**src/rtl/dsp_eagen_pkg.sv**
```systemverilog
package dsp_eagen_pkg;

  localparam int MODE_W = 4;

  typedef enum logic [MODE_W-1:0] {
    AM_IND    = 4'd0,
    AM_PINC   = 4'd1,
    AM_PDEC   = 4'd2,
    AM_PUPN   = 4'd3,
    AM_D3PTR  = 4'd4,
    AM_D3SP   = 4'd5,
    AM_D6SP   = 4'd6,
    AM_D16    = 4'd7,
    AM_D24    = 4'd8,
    AM_ABS6   = 4'd9,
    AM_IOSHRT = 4'd10,
    AM_ABS16  = 4'd11,
    AM_ABS24  = 4'd12
  } amode_e;

endpackage

```
**src/rtl/dsp_eagen_opsel.sv**
```systemverilog
// Chooses the two adder operands for the effective address.
module dsp_eagen_opsel
  import dsp_eagen_pkg::*;
#(
  parameter int          AW      = 24,
  parameter int          SD_W    = 3,
  parameter int          SPL_W   = 6,
  parameter int          MD_W    = 16,
  parameter logic [23:0] IO_BASE = 24'h1FFFC0
) (
  input  logic [MODE_W-1:0] mode,
  input  logic [AW-1:0]     ptr,
  input  logic [AW-1:0]     sp,
  input  logic [AW-1:0]     imm,
  output logic [AW-1:0]     opa,
  output logic [AW-1:0]     opb
);

  localparam logic [AW-1:0] ZERO = '0;
  localparam logic [AW-1:0] IOB  = IO_BASE[AW-1:0];

  logic [AW-1:0] short_u;
  logic [AW-1:0] short_neg;
  logic [AW-1:0] long_neg;
  logic [AW-1:0] mid_sx;
  logic [AW-1:0] mid_zx;
  logic [AW-1:0] abs_zx;

  // Forced-negative forms: prefix the field with ones, giving -2^W .. -1.
  assign short_u   = {{(AW-SD_W){1'b0}}, imm[SD_W-1:0]};
  assign short_neg = {{(AW-SD_W){1'b1}}, imm[SD_W-1:0]};
  assign long_neg  = {{(AW-SPL_W){1'b1}}, imm[SPL_W-1:0]};
  assign mid_sx    = {{(AW-MD_W){imm[MD_W-1]}}, imm[MD_W-1:0]};
  assign mid_zx    = {{(AW-MD_W){1'b0}}, imm[MD_W-1:0]};
  assign abs_zx    = {{(AW-SPL_W){1'b0}}, imm[SPL_W-1:0]};

  always_comb begin
    opa = ptr;
    opb = ZERO;
    case (amode_e'(mode))
      AM_D3PTR:  begin opa = ptr;  opb = short_u;   end
      AM_D3SP:   begin opa = sp;   opb = short_neg; end
      AM_D6SP:   begin opa = sp;   opb = long_neg;  end
      AM_D16:    begin opa = ptr;  opb = mid_sx;    end
      AM_D24:    begin opa = ptr;  opb = imm;       end
      AM_ABS6:   begin opa = ZERO; opb = abs_zx;    end
      AM_IOSHRT: begin opa = IOB;  opb = abs_zx;    end
      AM_ABS16:  begin opa = ZERO; opb = mid_zx;    end
      AM_ABS24:  begin opa = ZERO; opb = imm;       end
      default:   begin opa = ptr;  opb = ZERO;      end
    endcase
  end

endmodule

```
**src/rtl/dsp_eagen_postupd.sv**
```systemverilog
// Computes the post-modified pointer and its write-back enable.
module dsp_eagen_postupd
  import dsp_eagen_pkg::*;
#(
  parameter int AW = 24
) (
  input  logic [MODE_W-1:0] mode,
  input  logic [AW-1:0]     ptr,
  input  logic [AW-1:0]     nreg,
  output logic [AW-1:0]     nxt,
  output logic              we
);

  localparam logic [AW-1:0] ONE  = AW'(1);
  localparam logic [AW-1:0] MONE = '1;

  logic [AW-1:0] step;

  always_comb begin
    step = '0;
    we   = 1'b0;
    case (amode_e'(mode))
      AM_PINC: begin step = ONE;  we = 1'b1; end
      AM_PDEC: begin step = MONE; we = 1'b1; end
      AM_PUPN: begin step = nreg; we = 1'b1; end
      default: begin step = '0;   we = 1'b0; end
    endcase
  end

  dsp_eagen_add #(.AW(AW)) u_add (
    .a   (ptr),
    .b   (step),
    .sum (nxt)
  );

endmodule

```
**src/rtl/dsp_eagen_add.sv**
```systemverilog
// Modulo-2^AW adder, split into two halves when SPLIT is set.
module dsp_eagen_add #(
  parameter int AW    = 24,
  parameter bit SPLIT = 1'b0
) (
  input  logic [AW-1:0] a,
  input  logic [AW-1:0] b,
  output logic [AW-1:0] sum
);

  localparam int LO_W = AW / 2;
  localparam int HI_W = AW - LO_W;

  generate
    if (SPLIT) begin : g_split
      logic [LO_W:0]   lo;
      logic [HI_W-1:0] hi;
      assign lo  = {1'b0, a[LO_W-1:0]} + {1'b0, b[LO_W-1:0]};
      assign hi  = a[AW-1:LO_W] + b[AW-1:LO_W] + {{(HI_W-1){1'b0}}, lo[LO_W]};
      assign sum = {hi, lo[LO_W-1:0]};
    end else begin : g_flat
      assign sum = a + b;
    end
  endgenerate

endmodule

```
**src/rtl/dsp_eagen.sv**
```systemverilog
module dsp_eagen
  import dsp_eagen_pkg::*;
#(
  parameter int          AW       = 24,
  parameter logic [23:0] IO_BASE  = 24'h1FFFC0,
  parameter bit          EA_SPLIT = 1'b1
) (
  input  logic              clk,
  input  logic              rst_n,
  input  logic              req_vld,
  input  logic [MODE_W-1:0] mode,
  input  logic [AW-1:0]     ptr,
  input  logic [AW-1:0]     nreg,
  input  logic [AW-1:0]     sp,
  input  logic [AW-1:0]     imm,
  output logic              res_vld,
  output logic [AW-1:0]     ea,
  output logic [AW-1:0]     ptr_nxt,
  output logic              ptr_we
);

  logic [AW-1:0] opa, opb, ea_d, nxt_d;
  logic          we_d;

  logic [AW-1:0] ea_q, nxt_q;
  logic          we_q, vld_q;

  dsp_eagen_opsel #(.AW(AW), .IO_BASE(IO_BASE)) u_opsel (
    .mode (mode),
    .ptr  (ptr),
    .sp   (sp),
    .imm  (imm),
    .opa  (opa),
    .opb  (opb)
  );

  dsp_eagen_add #(.AW(AW), .SPLIT(EA_SPLIT)) u_ea_add (
    .a   (opa),
    .b   (opb),
    .sum (ea_d)
  );

  dsp_eagen_postupd #(.AW(AW)) u_upd (
    .mode (mode),
    .ptr  (ptr),
    .nreg (nreg),
    .nxt  (nxt_d),
    .we   (we_d)
  );

  // Result registers, loaded only when a request is present.
  always_ff @(posedge clk or negedge rst_n) begin
    if (!rst_n) begin
      ea_q  <= '0;
      nxt_q <= '0;
      we_q  <= 1'b0;
    end else if (req_vld) begin
      ea_q  <= ea_d;
      nxt_q <= nxt_d;
      we_q  <= we_d;
    end
  end

  always_ff @(posedge clk or negedge rst_n) begin
    if (!rst_n) vld_q <= 1'b0;
    else        vld_q <= req_vld;
  end

  assign res_vld = vld_q;
  assign ea      = ea_q;
  assign ptr_nxt = nxt_q;
  assign ptr_we  = we_q;

endmodule

```
**config.mk**
```make
export PLATFORM = sky130hd
export DESIGN_NAME = dsp_eagen
export DESIGN_NICKNAME = d
export VERILOG_FILES = /design/src/rtl/dsp_eagen_pkg.sv /design/src/rtl/dsp_eagen_opsel.sv /design/src/rtl/dsp_eagen_postupd.sv /design/src/rtl/dsp_eagen_add.sv /design/src/rtl/dsp_eagen.sv
export SDC_FILE = /design/constraint.sdc
export NUM_CORES = 1
export LEC_CHECK = 0
export ABC_CLOCK_PERIOD_IN_PS = 1000
export BUFFER_PORTS_ARGS = -buffer_cell sky130_fd_sc_hd__buf_2
export CAP_MARGIN = 10
export CORE_MARGIN = 8
export CORE_UTILIZATION = 32
export CTS_CLUSTER_DIAMETER = 40
export CTS_CLUSTER_SIZE = 14
export DETAILED_ROUTE_END_ITERATION = 8
export SYNTH_ARGS = -nofsm -noshare
export SYNTH_HDL_FRONTEND = slang
export SYNTH_SLANG_ARGS = --single-unit
export TNS_END_PERCENT = 10
```
**constraint.sdc**
```tcl
create_clock -name clk -period 1 [get_ports clk]
set_input_delay 0.15 -clock clk [delete_from_list [all_inputs] [get_ports clk]]
set_output_delay 0.15 -clock clk [all_outputs]
set_load 0.05 [all_outputs]
```
Word-level counts from Yosys, hierarchy flattened --
Index checks and enable logic that the tools add are counted.
Word-level totals: bits in registers 50, input port bits 103, output and inout bits 50, logic and storage cells 29
Cells by class: $add $sub $neg 4, equality and inequality tests 12, mux-type cells 4, reduce and logical (&&, ||, !) cells 5
Operators with widths (number):
- 24-bit one-hot mux with 7 select lines | 1
- 24-bit one-hot mux with 3 select lines | 2
- 24-bit adder | 1
- 4-bit equality test (second input constant) | 5
- 4-bit by 3-bit equality test with 1-bit output (second input constant) | 4
- 12-bit by 12-bit adder with 13-bit output | 1
- 12-bit by 1-bit adder with 12-bit output | 1
- 12-bit adder | 1
- 4-bit by 2-bit equality test with 1-bit output (second input constant) | 2
- 2-bit OR reduction | 3
- 3-bit OR reduction | 2
- 4-bit by 1-bit equality test with 1-bit output (second input constant) | 1
- 1-bit two-way mux | 1

Depth between registers and ports, before layout --
depth in word-level cells 5, mapped depth 23, mapped depth without buffers 21

Cells and area by module --
Synthesis repeated with hierarchy kept, for this count alone.
Second synthesis, totals: cell total of the unflattened synthesis 668, area, all modules 5944.5 um^2
Modules (own cells, without submodules):
- dsp_eagen | instances 1, cells each 104, area an instance 1889.3 um^2
- dsp_eagen_opsel | instances 1, cells each 219, area an instance 1461.4 um^2
- dsp_eagen_add at u_upd.u_add | instances 1, cells each 166, area an instance 1227.4 um^2
- dsp_eagen_add at u_ea_add | instances 1, cells each 122, area an instance 977.2 um^2
- dsp_eagen_postupd | instances 1, cells each 57, area an instance 389.1 um^2

Worst setup path after synthesis --
OpenSTA, ideal clock, no wires.
kind input-to-reg, from input port mode[3], to register ea_q[20] (netlist: ea[20]), arrival time 4.499 ns, required time 0.905 ns, slack -3.595 ns, stages 23, buffers on the path 2, path through clkbuf_1 > xor2_1 > nand3_1 > and2_1 > clkbuf_1 > a22o_1 > ha_1 > fa_1 > a211oi_1 > o21ba_2 > o21ai_0 > a21oi_1 > a21oi_1 > or2_2 > fa_1 > inv_1 > fa_1 > nor2b_1 > o31a_1 > o21ba_2 > o21a_1 > o21a_1 > o31ai_1
On the way: longest elaborated chain between the ends 5, elaborated cells between the ends (all ways) 18, classes of those cells 3 x add/sub; 9 x eq/ne; 2 x mux; 4 x reduce/logical
RTL lines:
- start, declared | RTL line dsp_eagen.sv:11 | input logic [MODE_W-1:0] mode,
- 4-bit equality test / 4-bit by 3-bit equality test with 1-bit output (equally long branches) | RTL line dsp_eagen_opsel.sv:40 | case (amode_e'(mode))
- 2-bit OR reduction (no line) / 3-bit OR reduction (equally long branches)
- 24-bit one-hot mux with 7 select lines / 24-bit one-hot mux with 3 select lines (equally long branches) | RTL line dsp_eagen_opsel.sv:40
- 12-bit adder / 12-bit by 12-bit adder with 13-bit output (equally long branches) | RTL line dsp_eagen_add.sv:19, dsp_eagen_add.sv:18
- 12-bit by 1-bit adder with 12-bit output * | RTL line dsp_eagen_add.sv:19 | assign hi = a[AW-1:LO_W] + b[AW-1:LO_W] + {{(HI_W-1){1'b0}}, lo[LO_W]};
- end signal, assigned | RTL line dsp_eagen.sv:54 | ea_q <= '0;
- end signal, assigned | RTL line dsp_eagen.sv:58 | ea_q <= ea_d;
- end, declared | RTL line dsp_eagen.sv:25 | logic [AW-1:0] ea_q, nxt_q;
Every way passes the cells marked *; elsewhere a longest branch is shown, timed or not. A chain may end at the register's enable or synchronous reset.

Worst setup path after layout --
from input port mode[1], to register ea_q[17] (netlist: ea[17])
The elaborated chain is that of the path after synthesis.

==> run metrics <==
outcome finished, violations left; failing checks setup timing; Starting Density between 30% and 40%; final hold violation count 0; Core Rows 48; Die Wd 147 um; mux share of post-synthesis cell area roughly 4.5%; P_leak approximately 4.5 nW; # clock sinks 50; Synth Warn # 0; I/O pins between 150 and 200; Worst Skew 0 ns; Syn Nets between 800 and 900; DR WL/cell about 17 um; async set or reset register ratio after synthesis 100%; final hold slack roughly 0.26 ns; DP HPWL approximately 17 mm; Mapped Area about 5500 um2; syn_area_per_cell 7.90 um2; min cycle time layout roughly 3.9 ns; initial antenna violation count 4; hold wc startpoint ptr[0]; drt pass-1 iters 4; Die Y around 150 um; Seq/Total Area, Yosys a little under a quarter; min-delay worst type input pin to flop; DR vias around 6.5k; worst skew pair latency 0.30 ns; prevailing post-synth register cell dfrtp_1; Worst-path clk slew about 0.070 ns; critical path capture point type flop; CTS Buf Count 5; number of DRC markers in iteration 0 between 300 and 400; DRC Markers 0; first-pass GRT wire length 33.9 mm; origin of the critical flop-to-flop path ptr_nxt[13]$_DFFE_PN0P_; peak supply drop a little over 0.8 mV; Syn Inst Count between 600 and 700; routability cong. between 0.9 and 1; unrepaired setup endpoints after global routing true; max cap viols 0; via-per-instance ratio between 5 and 6; root buf cell clkbuf_16; largest net degree at the start of global routing 51; FF-to-FF setup slack -0.09 ns; critical path type input pin to flop; CTS tree done; Post-Route WL about 21 mm; ANT nets after route 0; CTS max path bufs 2; post-synth cell types 64; largest family of logic cells by synthesized area compound AO/OA/AOI/OAI gates; Worst Reg-to-Reg Cells 3; Die ar. between 20,000 and 25,000 um2; compound-gate portion of the synthesized area around a third; WHS Path Cells 3; XOR/XNOR share of the synthesized area roughly 4.3%; PortBufs ~150; period utilization 386%; Post-synth EDFFs 0; htree depth 2; Core Region between 15,000 and 20,000 um2; worst rel slew slack a little over two thirds; share of cells above drive strength 1 between 40% and 50%; Tot GR Track Use around a fifth; WP data required around 1.2 ns; nets around 1.2k; Critical Path AT about 4.1 ns; Congestion Overflow GR 0; Yosys reg bits 50; post-synthesis adder-cell area fraction a little under an eighth; Fmax about 0.26 GHz; Startpoint Class input pin; Pins Over Slew Limit 0; worst-path fanout max 6; Pwr Density ~1300 nW/um2; Setup-failing EPs final 74; Syn-to-layout area delta 63.7%; post-synthesis simple-gate area fraction between 10% and 20%; Tightest Pin Transition 0.447 ns; fin worst setup slack -2.86 ns; vias in the first global route 6,744; Hold Path End ptr_nxt[0]$_DFFE_PN0P_; total negative setup slack -81.40 ns; reg2reg end ptr_nxt[13]$_DFFE_PN0P_
per-layer routing:
layer	global-route usage [%]	wire (um)
met5	0	0
met4	6.78	463
met3	3.08	943
met2	33.6	10500
met1	23.3	9220
state kept, by name, indices dropped and copies added, names as in the netlist:
signal / flops
res_vld: 1
ptr_we: 1
ptr_nxt: 24
ea: 24
synthesized netlist by cell type, drive strengths merged (12+ instances only):
library cell  instances  area, um2
clkbuf               33        124
a221o                14        140
ha                   45        563
inv                  19       71.3
nor3                 15       75.1
o22ai                18        113
nor2                 48        180
a21oi                48        240
a211oi               15        113
o21ai                56        280
nand3                12       60.1
nand2b               18        113
a21o                 40        300
xnor2                18        158
dfrtp                50       1250
nand2                73        274
mux2                 21        236
final cells by class:
class | instances | area [um2]
Tap cell | 225 | 282
Antenna cell | 4 | 10.0
Fill cell | 1605 | 8070
Sequential cell | 50 | 1250
Timing Repair Buffer | 375 | 2830
Clock buffer | 7 | 133
Inverter | 19 | 71.3
Multi-Input combinational cell | 582 | 4410
critical path, cell delays in order:
cell and delay (ns):
buf_12 0.11, xor2_1 0.17, nand3_1 0.11, and2_4 0.18, a22o_1 0.19, ha_2 0.19, fa_2 0.37, a211oi_2 0.22
o21ba_2 0.18, o21ai_2 0.07, a21oi_2 0.13, a21oi_1 0.07, or2_4 0.23, fa_2 0.35, buf_4 0.15, buf_6 0.11
a211oi_4 0.27, buf_4 0.16, nor2_2 0.04, o21a_1 0.19, nor2_2 0.10, xnor2_1 0.06, mux2_2 0.25
kinds of logic after synthesis:
kind of cell	count (synthesis)
compound gates	264
simple gates	220
buf+inv	63
flops	50
fa+ha+maj	49
xor+xnor	27
mux	22
layout by cell type (no fill, tap or decap), types with 5 or more instances in the layout:
cell type	count
buf_4	212
buf_2	99
nand2_1	72
buf_6	59
dfrtp_1	50
o21ai_0	42
nor2_1	41
a21o_1	40
a21oi_1	39
ha_1	36
mux2_2	19
nand2b_1	18
xnor2_1	17
inv_1	17
o22ai_1	16
a221o_1	14
nand3_1	12
o21a_1	11
a211oi_2	11
o21ai_1	10
nor3_1	9
xor2_1	8
a22o_1	8
o211ai_1	7
nor2_2	7
a21oi_2	7
nor2b_1	7
ha_4	7
nor3_2	6
nand4_1	6
o31a_1	5
or2_2	5
a31oi_1	5
and2_1	5
clkbuf_16	5
power by group:
part           switching, mW  total (mW)  leakage [nW]  internal, mW
Combinational           3.79        6.92          3.86          3.13
Sequential             0.318        2.79         0.593          2.48
Clock                  0.795        1.71        0.0640         0.920
stage by stage:
stage | utilization, % | instances | cell area (um2) | worst slack, ns | total power [mW]
floorplan | - | 695 | 5580 | -3.20 | 6.54
detailed placement | 47.0 | 1241 | 8010 | -3.38 | 8.69
global placement | 47.0 | 1241 | 8010 | -3.31 | 8.63
global route | 52.7 | 1262 | 8990 | -3.04 | 12.2
finish | 52.7 | 1262 | 8990 | -2.86 | 11.4
CTS | 51.3 | 1252 | 8750 | -2.86 | 11.4
timing repair:
action	CTS	global route
hold buffers	1	0
buffers inserted	3	7
pin swaps	38	18
hold endpoints to repair	50	0
endpoints found under the setup margin	98	98
gates resized for setup	166	35
worst max path at each step:
stage,start,end,slack [ns],cells after the start
6_report,mode[1],ea[17]$_DFFE_PN0P_,-2.86,23
3_3_place_gp,mode[1],ea[20]$_DFFE_PN0P_,-3.31,22
5_1_grt,mode[1],ea[20]$_DFFE_PN0P_,-3.04,22
4_1_cts,mode[1],ea[20]$_DFFE_PN0P_,-2.86,22
2_1_floorplan,mode[3],ea[20]$_DFFE_PN0P_,-3.20,23
3_5_place_dp,mode[1],ea[20]$_DFFE_PN0P_,-3.38,22
Power figures use the tool's default switching activity.
